**config.mk**
```make
export PLATFORM = sky130hd
export DESIGN_NAME = card_clk_gen
export DESIGN_NICKNAME = d
export VERILOG_FILES = /design/src/rtl/card_clk_pkg.sv /design/src/rtl/card_clk_rst_seq.sv /design/src/rtl/card_clk_ctrl.sv /design/src/rtl/card_clk_div.sv /design/src/rtl/card_clk_gate.sv /design/src/rtl/card_clk_gen.sv
export SDC_FILE = /design/constraint.sdc
export NUM_CORES = 1
export LEC_CHECK = 0
export CAP_MARGIN = 20
export CORE_ASPECT_RATIO = 0.75
export CORE_MARGIN = 1.5
export CORE_UTILIZATION = 25
export DETAILED_ROUTE_END_ITERATION = 10
export HOLD_SLACK_MARGIN = 0.1
export PLACE_DENSITY_LB_ADDON = 0.25
export SYNTH_ARGS = -nofsm -noshare
export SYNTH_HDL_FRONTEND = slang
export SYNTH_SLANG_ARGS = --single-unit
```
**constraint.sdc**
```tcl
create_clock -name clk_i -period 1.6 [get_ports clk_i]
set_input_delay 0.24 -clock clk_i [delete_from_list [all_inputs] [get_ports clk_i]]
set_output_delay 0.24 -clock clk_i [all_outputs]
set_load 0.01 [all_outputs]
```
**src/rtl/card_clk_pkg.sv**
```systemverilog
package card_clk_pkg;

  // Control write fields; bit 0 is the least significant member.
  typedef struct packed {
    logic srst;   // bit 3
    logic op;     // bit 2
    logic start;  // bit 1
    logic stop;   // bit 0
  } ctl_cmd_t;

  localparam int unsigned CTL_W = $bits(ctl_cmd_t);

endpackage

```
**src/rtl/card_clk_rst_seq.sv**
```systemverilog
module card_clk_rst_seq #(
  parameter int unsigned RST_CYCLES = 16
) (
  input  logic clk_i,
  input  logic rst_ni,
  input  logic trig_i,
  output logic busy_o,
  output logic fire_o
);

  localparam int unsigned RW = (RST_CYCLES > 1) ? $clog2(RST_CYCLES) : 1;
  localparam logic [RW-1:0] LAST = RW'(RST_CYCLES - 1);

  logic          busy_q, busy_d;
  logic [RW-1:0] rcnt_q, rcnt_d;

  assign fire_o = trig_i & ~busy_q;
  assign busy_o = busy_q;

  always_comb begin
    busy_d = busy_q;
    rcnt_d = rcnt_q;
    if (fire_o) begin
      busy_d = 1'b1;
      rcnt_d = LAST;
    end else if (busy_q) begin
      if (rcnt_q == '0) busy_d = 1'b0;
      else              rcnt_d = rcnt_q - RW'(1);
    end
  end

  always_ff @(posedge clk_i or negedge rst_ni) begin
    if (!rst_ni) begin
      busy_q <= 1'b0;
      rcnt_q <= '0;
    end else begin
      busy_q <= busy_d;
      rcnt_q <= rcnt_d;
    end
  end

  // the resetting flag only rises on a soft-reset request
  p_busy_from_trig_r8: assert property (@(posedge clk_i) disable iff (!rst_ni)
    $rose(busy_q) |-> $past(trig_i));

endmodule

```
**src/rtl/card_clk_ctrl.sv**
```systemverilog
module card_clk_ctrl
  import card_clk_pkg::*;
#(
  parameter int unsigned EXP_W = 3
) (
  input  logic             clk_i,
  input  logic             rst_ni,
  input  logic             ctl_we_i,
  input  ctl_cmd_t         cmd_i,
  input  logic             div_we_i,
  input  logic [EXP_W-1:0] div_wdata_i,
  input  logic             busy_i,
  input  logic             fire_i,
  input  logic             period_end_i,
  output logic             run_q_o,
  output logic             run_d_o,
  output logic [EXP_W-1:0] exp_q_o,
  output logic [EXP_W-1:0] exp_d_o,
  output logic             launch_o
);

  logic             run_q, run_d;
  logic             pend_q, pend_d;
  logic             launch_q, launch_d;
  logic [EXP_W-1:0] div_q;
  logic [EXP_W-1:0] exp_q, exp_d;
  logic             exp_en;
  logic             accept, stop_cmd, start_cmd, stop_req;

  always_comb begin
    accept    = ctl_we_i & ~busy_i & ~cmd_i.srst;
    stop_cmd  = accept & cmd_i.stop;
    start_cmd = accept & cmd_i.start & ~cmd_i.stop;
    launch_d  = start_cmd & cmd_i.op;
    stop_req  = 1'b0;
    run_d     = run_q;
    pend_d    = pend_q;
    exp_d     = exp_q;
    exp_en    = 1'b0;
    if (fire_i) begin
      run_d  = 1'b0;
      pend_d = 1'b0;
    end else if (run_q) begin
      stop_req = stop_cmd | (pend_q & ~start_cmd);
      if (stop_req && period_end_i) begin
        run_d  = 1'b0;
        pend_d = 1'b0;
      end else begin
        pend_d = stop_req;
      end
    end else if (start_cmd) begin
      run_d  = 1'b1;
      exp_d  = div_q;
      exp_en = 1'b1;
    end
  end

  always_ff @(posedge clk_i or negedge rst_ni) begin
    if (!rst_ni) begin
      run_q    <= 1'b0;
      pend_q   <= 1'b0;
      launch_q <= 1'b0;
    end else begin
      run_q    <= run_d;
      pend_q   <= pend_d;
      launch_q <= launch_d;
    end
  end

  always_ff @(posedge clk_i or negedge rst_ni) begin
    if (!rst_ni)       div_q <= '0;
    else if (div_we_i) div_q <= div_wdata_i;
  end

  always_ff @(posedge clk_i or negedge rst_ni) begin
    if (!rst_ni)     exp_q <= '0;
    else if (exp_en) exp_q <= exp_d;
  end

  assign run_q_o  = run_q;
  assign run_d_o  = run_d;
  assign exp_q_o  = exp_q;
  assign exp_d_o  = exp_d;
  assign launch_o = launch_q;

  // the clock only stops at a period boundary or under soft reset
  p_stop_on_boundary_r3: assert property (@(posedge clk_i) disable iff (!rst_ni)
    $fell(run_q) |-> ($past(period_end_i) || $past(fire_i)));

  // the exponent in use is frozen while the clock runs
  p_exp_frozen_r5: assert property (@(posedge clk_i) disable iff (!rst_ni)
    (run_q && $past(run_q)) |-> $stable(exp_q));

  // a launch pulse always comes with a running clock
  p_launch_running_r7: assert property (@(posedge clk_i) disable iff (!rst_ni)
    launch_q |-> run_q);

  // no clock activity while the soft reset is in progress
  p_reset_blocks_run_r9: assert property (@(posedge clk_i) disable iff (!rst_ni)
    busy_i |-> !run_q);

endmodule

```
**src/rtl/card_clk_div.sv**
```systemverilog
module card_clk_div #(
  parameter int unsigned EXP_W = 3,
  parameter int unsigned CNT_W = 7
) (
  input  logic             clk_i,
  input  logic             rst_ni,
  input  logic             run_q_i,
  input  logic             run_d_i,
  input  logic [EXP_W-1:0] exp_q_i,
  input  logic [EXP_W-1:0] exp_d_i,
  output logic             card_o,
  output logic             en_o,
  output logic             period_end_o
);

  logic [CNT_W-1:0] mask_q, mask_d, half_d;
  logic [CNT_W-1:0] cnt_q, cnt_d;
  logic             card_q, card_d;
  logic             en_q, en_d;

  // Thermometer masks: bit b is set when the exponent exceeds b.
  for (genvar b = 0; b < CNT_W; b++) begin : g_mask
    assign mask_q[b] = (32'(exp_q_i) > b);
    assign mask_d[b] = (32'(exp_d_i) > b);
  end

  assign half_d       = mask_d ^ (mask_d >> 1);
  assign period_end_o = (cnt_q == mask_q);

  always_comb begin
    if (run_d_i && run_q_i) cnt_d = (cnt_q + CNT_W'(1)) & mask_d;
    else                    cnt_d = '0;
    card_d = run_d_i & (|(cnt_d & half_d));
    if (exp_d_i == '0) en_d = run_q_i;
    else               en_d = run_d_i & (cnt_d == half_d);
  end

  always_ff @(posedge clk_i or negedge rst_ni) begin
    if (!rst_ni) begin
      cnt_q  <= '0;
      card_q <= 1'b0;
      en_q   <= 1'b0;
    end else begin
      cnt_q  <= cnt_d;
      card_q <= card_d;
      en_q   <= en_d;
    end
  end

  assign card_o = card_q;
  assign en_o   = en_q;

  // the divided clock is low whenever the clock is stopped
  p_card_low_stopped_r3: assert property (@(posedge clk_i) disable iff (!rst_ni)
    !run_q_i |-> !card_q);

  // for divided rates the strobe marks the rising cycle
  p_strobe_at_rise_r6: assert property (@(posedge clk_i) disable iff (!rst_ni)
    (en_q && exp_q_i != '0) |-> (card_q && !$past(card_q)));

endmodule

```
**src/rtl/card_clk_gate.sv**
```systemverilog
module card_clk_gate (
  input  logic clk_i,
  input  logic rst_ni,
  input  logic run_i,
  input  logic exp_zero_i,
  input  logic card_div_i,
  output logic card_clk_o
);

  logic gate_q;

  // Updated while the module clock is low, so the AND never clips a pulse.
  always_ff @(negedge clk_i or negedge rst_ni) begin
    if (!rst_ni) gate_q <= 1'b0;
    else         gate_q <= run_i & exp_zero_i;
  end

  assign card_clk_o = exp_zero_i ? (clk_i & gate_q) : card_div_i;

endmodule

```
**src/rtl/card_clk_gen.sv**
```systemverilog
module card_clk_gen
  import card_clk_pkg::*;
#(
  parameter int unsigned EXP_W      = 3,
  parameter int unsigned RST_CYCLES = 16
) (
  input  logic             clk_i,
  input  logic             rst_ni,
  input  logic             ctl_we_i,
  input  logic [3:0]       ctl_wdata_i,
  input  logic             div_we_i,
  input  logic [EXP_W-1:0] div_wdata_i,
  output logic             card_clk_o,
  output logic             clk_en_o,
  output logic             clk_running_o,
  output logic             resetting_o,
  output logic             op_launch_o
);

  localparam int unsigned MAX_EXP = (1 << EXP_W) - 1;
  localparam int unsigned CNT_W   = (MAX_EXP > 0) ? MAX_EXP : 1;

  logic [1:0]       rst_sync_q;
  logic             rst_n;
  ctl_cmd_t         cmd;
  logic             busy, fire, period_end;
  logic             run_q, run_d;
  logic [EXP_W-1:0] exp_q, exp_d;
  logic             card_div, en, launch;

  always_ff @(posedge clk_i or negedge rst_ni) begin
    if (!rst_ni) rst_sync_q <= '0;
    else         rst_sync_q <= {rst_sync_q[0], 1'b1};
  end
  assign rst_n = rst_sync_q[1];

  assign cmd = ctl_cmd_t'(ctl_wdata_i[CTL_W-1:0]);

  card_clk_rst_seq #(.RST_CYCLES(RST_CYCLES)) u_rst_seq (
    .clk_i  (clk_i),
    .rst_ni (rst_n),
    .trig_i (ctl_we_i & cmd.srst),
    .busy_o (busy),
    .fire_o (fire)
  );

  card_clk_ctrl #(.EXP_W(EXP_W)) u_ctrl (
    .clk_i        (clk_i),
    .rst_ni       (rst_n),
    .ctl_we_i     (ctl_we_i),
    .cmd_i        (cmd),
    .div_we_i     (div_we_i),
    .div_wdata_i  (div_wdata_i),
    .busy_i       (busy),
    .fire_i       (fire),
    .period_end_i (period_end),
    .run_q_o      (run_q),
    .run_d_o      (run_d),
    .exp_q_o      (exp_q),
    .exp_d_o      (exp_d),
    .launch_o     (launch)
  );

  card_clk_div #(.EXP_W(EXP_W), .CNT_W(CNT_W)) u_div (
    .clk_i        (clk_i),
    .rst_ni       (rst_n),
    .run_q_i      (run_q),
    .run_d_i      (run_d),
    .exp_q_i      (exp_q),
    .exp_d_i      (exp_d),
    .card_o       (card_div),
    .en_o         (en),
    .period_end_o (period_end)
  );

  card_clk_gate u_gate (
    .clk_i      (clk_i),
    .rst_ni     (rst_n),
    .run_i      (run_q),
    .exp_zero_i (exp_q == '0),
    .card_div_i (card_div),
    .card_clk_o (card_clk_o)
  );

  assign clk_en_o      = en;
  assign clk_running_o = run_q;
  assign resetting_o   = busy;
  assign op_launch_o   = launch;

endmodule

```
# Word-level counts from Yosys, hierarchy flattened
# Cells that the tools add are included.
[classes]
n_addsub = 2
magnitude_cmp = 14
eq_ne = 3
muxes = 21
bitwise = 21
n_reduce_logical = 9
[op_table]
columns = ["op", "n"]
rows = [
  ["3-bit greater-than comparator, second input constant", 6],
  ["7-bit bitwise AND", 2],
  ["7-bit equality test", 2],
  ["1-bit 2-to-1 mux", 14],
  ["1-bit bitwise AND", 13],
  ["3-bit by 1-bit greater-than comparator with 1-bit output, second input constant", 4],
  ["3-bit by 2-bit greater-than comparator with 1-bit output, second input constant", 4],
  ["4-bit 2-to-1 mux", 3],
  ["3-bit 2-to-1 mux", 3],
  ["7-bit by 1-bit adder with 7-bit output, second input constant", 1],
  ["7-bit 2-to-1 mux", 1],
  ["7-bit OR reduction", 1],
  ["7-bit by 6-bit XOR with 7-bit output", 1],
  ["3-bit logical NOT", 2],
  ["4-bit logical NOT", 1],
  ["1-bit NOT", 4],
  ["2-bit nonzero test", 2],
  ["4-bit by 1-bit subtractor with 4-bit output, second input constant", 1],
  ["1-bit logical AND", 2],
  ["2-bit != test, second input constant", 1],
  ["2-bit AND reduction", 1],
  ["1-bit bitwise OR", 1],
]
[word_totals]
reg_bits = 26
wordCells = 82

# Depth between registers and ports, before layout
# Gate-level depths: netlist (run 1).
[depth]
depth_word = 17
mapped_depth = 13
mapped_depth_nobuf = 12

# Hierarchy
# Synthesis (run 1) repeated with hierarchy kept, for this count alone.
[unflattened]
cells_unflattened = 144
area_unflattened_um2 = 1557.7
[by_module_without_submodules]
columns = ["module", "n_inst", "cells_per_inst", "area_per_inst_um2", "seq_area_each_um2"]
rows = [
  ["card_clk_div", 1, 79, 719.4, 225.2],
  ["card_clk_ctrl", 1, 31, 470.5, 225.2],
  ["card_clk_rst_seq", 1, 24, 251.5, 125.1],
  ["card_clk_gen", 1, 5, 70.1, 50.0],
  ["card_clk_gate", 1, 5, 46.3, 25.0],
]

==> results of run 1 <==
[state kept, by name, summed over array words and instances (netlist names)]
name and count:
u_div.card_o 1, u_div.en_o 1, u_ctrl.div_q 3, u_rst_seq.busy_o 1, rst_sync_q 2, u_ctrl.exp_q_o 3, u_rst_seq.rcnt_q 4, u_ctrl.pend_q 1
u_div.cnt_q 7, u_ctrl.launch_o 1, u_ctrl.run_q_o 1, u_gate.gate_q 1
[area by class of cell]
type / count / area share [%]
multi-input cells: 108 / 38.5
well taps: 78 / 3.70
clock buffers: 7 / 3.32
repair buffers: 81 / 27.5
inverters: 8 / 1.14
flip-flops and latches: 26 / 24.7
clock inverters: 1 / 1.14
[through the flow]
step | setup TNS (ns) | hold WS [ns]
2_1_floorplan | -5.58 | -0.0556
3_3_place_gp | -11.89 | 0.275
3_5_place_dp | -12.11 | 0.285
4_1_cts | -7.15 | 0.294
5_1_grt | -9.37 | 0.338
6_report | -7.84 | 0.274
[placed cells by master (no fill, tap or decap), types with 3 or more instances in the layout]
cell type | Yosys | routed
sky130_fd_sc_hd__inv_1 | 8 | 6
sky130_fd_sc_hd__nand3_1 | 5 | 4
sky130_fd_sc_hd__nor4_4 | 0 | 3
sky130_fd_sc_hd__ha_1 | 10 | 9
sky130_fd_sc_hd__xnor2_1 | 6 | 6
sky130_fd_sc_hd__dfrtp_1 | 25 | 24
sky130_fd_sc_hd__buf_4 | 0 | 44
sky130_fd_sc_hd__nand3b_1 | 5 | 5
sky130_fd_sc_hd__mux2_2 | 3 | 3
sky130_fd_sc_hd__xor2_1 | 3 | 3
sky130_fd_sc_hd__and3_1 | 3 | 3
sky130_fd_sc_hd__nor3_1 | 13 | 7
sky130_fd_sc_hd__nor2_1 | 6 | 5
sky130_fd_sc_hd__nor3_4 | 0 | 4
sky130_fd_sc_hd__nor3b_1 | 3 | 3
sky130_fd_sc_hd__clkdlybuf4s50_1 | 0 | 12
sky130_fd_sc_hd__o21ai_1 | 0 | 3
sky130_fd_sc_hd__buf_6 | 2 | 22
sky130_fd_sc_hd__clkbuf_8 | 0 | 6
sky130_fd_sc_hd__nand2_1 | 11 | 9
[synth_stat cells, drive strengths merged]
cell and number:
o311ai 1, mux2i 2, nor3b 3, or2 2, nor4 4, dfrtp 25
or3b 1, nor3 13, o31ai 2, conb 1, a22o 1, o21ai 6
and2 1, a31oi 2, nand2 11, nand2b 1, buf 4, o2111ai 1
or4 2, xnor2 6, dfrtn 1, mux2 5, nand3 5, or3 1
o21a 1, a21oi 4, inv 8, a2111oi 1, xor2 3, nor2 6
nand3b 5, nor2b 1, and3 3, nand4bb 1, o211ai 1, o2bb2ai 1
ha 10
[metal layers]
metal	vias to the layer above	wire, µm	global-route usage [%]
met3	7	108	3.70
met2	16	2030	20.8
met1	678	2270	20.2
met4	0	46	4.71
li1	694	-	-
met5	-	0	0
[worst register-to-register path, cell delays in order (launching register included)]
cell	delay, ns
sky130_fd_sc_hd__dfrtp_1	0.38
sky130_fd_sc_hd__nand4bb_1	0.22
sky130_fd_sc_hd__or3_4	0.47
sky130_fd_sc_hd__mux2i_4	0.23
sky130_fd_sc_hd__inv_2	0.10
sky130_fd_sc_hd__nand2_4	0.08
sky130_fd_sc_hd__nor4_4	0.16
sky130_fd_sc_hd__ha_2	0.31
sky130_fd_sc_hd__or4_4	0.56
sky130_fd_sc_hd__nor4_4	0.16
sky130_fd_sc_hd__or3b_4	0.41
sky130_fd_sc_hd__nand3b_1	0.09
[path summary, 6_finish.rpt]
check / slack [ns] / cells after the start / end / start
hold / removal: 0.27 / 1 / u_div.en_o / rst_sync_q[1]
hold reg to reg: 0.27 / 1 / u_div.en_o / rst_sync_q[1]
setup reg to reg: -1.62 / 11 / u_div.en_o / u_rst_seq.busy_o
max in group asynchronous: 0.77 / 0 / u_gate.gate_q / rst_sync_q[1]
setup / recovery: -1.62 / 11 / u_div.en_o / u_rst_seq.busy_o
min in group clk_i: 0.36 / 0 / rst_sync_q[1] / rst_sync_q[0]
[cells by family after synthesis]
logic type | count (synthesis)
simple gates | 60
other cells | 1
fa+ha+maj | 10
flops | 26
xor+xnor | 9
compound gates | 21
mux | 7
buf+inv | 12
[power by group]
part	internal (W)	switching, W
Sequential	0.000817	0.000120
Combinational	0.00154	0.00124
Clock	0.000501	0.000274
[repair_timing]
action / CTS / global route
buffers inserted: 9 / 13
pin swaps: 9 / 6
resized for setup: 39 / 26
hold buffers: 1 / 0
setup endpoints to repair: 22 / 20
hold endpoints to repair: 2 / 0
==> load_flow_metrics.sql, run 1 <==
INSERT INTO impl_metrics (metric_group, metric, value, unit) VALUES
('critical_path', 'critical_path.cell_chain', 'nand4bb_1 > or3_4 > mux2i_4 > inv_2 > nand2_4 > nor4_4 > ha_2 > or4_4 > nor4_4 > or3b_4 > nand3b_1', ''),
('timing', 'max_clock_freq', '0.311', 'GHz'),
('cells_and_area', 'postLayoutCellArea', '2640', 'µm²'),
('timing', 'fin_crit_sh', '201', '%'),
('critical_path', 'timing.critical_path.from_type', 'register', ''),
('timing', 'grt_setup_unrepaired', 'true', ''),
('critical_path', 'cp_max_fanout', '4', ''),
('die', 'placement_rows', '24', ''),
('synthesis', 'syn-cell-area', '1520', 'µm²'),
('route', 'routed_via_density', '4.51', ''),
('route', 'detail_route.first_pass.iterations', '4', ''),
('cells_and_area', 'antenna-diode-count', '0', ''),
('grt', 'grt_start_max_net_pins', '24', ''),
('critical_path', 'cp_num_buf_inv', '1', ''),
('route', 'drt_iter0_markers', '46', ''),
('die', 'die-area', '6550', 'µm²'),
('die', 'core_outline_area', '5830', 'µm²'),
('timing', 'final_period_minus_worst_setup_slack', '3.22', 'ns'),
('critical_path', 'required', '1.94', 'ns'),
('synthesis', 'fraction_of_the_mapped_netlist_area_in_compound_gates', '10.1', '%'),
('critical_path', 'critical_path.endpoint_type', 'register', ''),
('placed_design', 'place.gp.congestion', '0.820', ''),
('clock_tree', 'cts_tree', 'done', ''),
('grt', 'grt_pass1_vias', '1419', ''),
('synthesis', 'synth_fa_ha_area_share', '8.25', '%'),
('route', 'wl_per_cell', '14.4', 'µm'),
('synthesis', 'synth_fp_nets', '167', ''),
('synthesis', 'synthTopCellsByArea', 'sky130_fd_sc_hd__dfrtp_1 (41%), sky130_fd_sc_hd__ha_1 (8.3%), sky130_fd_sc_hd__nor3_1 (4.3%)', ''),
('synthesis', 'synth_top_family_by_area', 'simple AND/OR/NAND/NOR gates', ''),
('synthesis', 'mean_post_synth_cell_area', '10.4', 'µm²'),
('timing', 'finalSetupViolations', '18', ''),
('route', 'routed_wirelength', '4460', 'µm'),
('cells_and_area', 'seqCellArea', '652', 'µm²'),
('route', 'routed-via-count', '1395', ''),
('critical_path', 'critical_path_arrival', '3.56', 'ns'),
('grt', 'global_route.overflow_total', '0', ''),
('synthesis', 'synth.yosys.warnings', '0', ''),
('timing', 'final_critical_path_setup_slack', '-1.62', 'ns'),
('synthesis', 'xor_and_xnor_area_share_after_synthesis', '5.20', '%'),
('critical_path', 'crit_family', 'simple AND/OR/NAND/NOR gates', ''),
('cells_and_area', 'final_cells', '309', ''),
('synthesis', 'synth_seq_area_share', '42.9', '%'),
('run_status', 'status', 'finished with violations', ''),
('placed_design', 'postPlaceCellArea', '2110', 'µm²'),
('die', 'die-height', '70.5', 'µm'),
('cells_and_area', 'finish.utilization', '45.3', '%'),
('critical_path', 'slowest_delay', '0.56', 'ns'),
('synthesis', 'synth-simple-area-share', '21.9', '%'),
('cells_and_area', 'final_nets', '253', ''),
('synthesis', 'synth_seq_cells', '26', ''),
('placed_design', 'place_inst', '280', ''),
('job', 'cap_viol_max_count', '0', ''),
('critical_path', 'setup.worst_path.class', 'register to register', ''),
('clock_tree', 'worstSkewPairLatency', '0.41', 'ns'),
('die', 'boundaryPins', '16', ''),
('critical_path', 'cp_dominant_cell_by_count', 'sky130_fd_sc_hd__nor4_4', ''),
('grt', 'antenna_found_initial', '0', ''),
('die', 'floorplan.initialDensity', '26.0', '%'),
('die', 'die_w', '92.9', 'µm'),
('synthesis', 'yosysUniqueCellTypes', '40', ''),
('synthesis', 'postSynthCellCount', '146', ''),
('run_status', 'failed_checks', 'negative setup slack', ''),
('cells_and_area', 'area_growth', '73.9', '%'),
('cells_and_area', 'drive_above_1_share', '49.4', '%'),
('critical_path', 'crit_slowest_cell', 'sky130_fd_sc_hd__or4_4', ''),
('cells_and_area', 'multi_input_comb_area', '1010', 'µm²'),
('cells_and_area', 'fill_cells', '549', ''),
('timing', 'fin_worst_skew', '0.0225', 'ns'),
('synthesis', 'yosys.area.top_type_share', '41.3', '%'),
('power', 'total_power', '0.00449', 'W'),
('grt', 'track_usage', '14.2', '%');
Note: power is estimated with default switching activity, not from simulation.
==> inputs of run 2 (changes only) <==
CTS_CLUSTER_SIZE = 12   (was default)
==> results of run 2 <==
No change in the layout: final DEF, timing and power equal those of run 1.
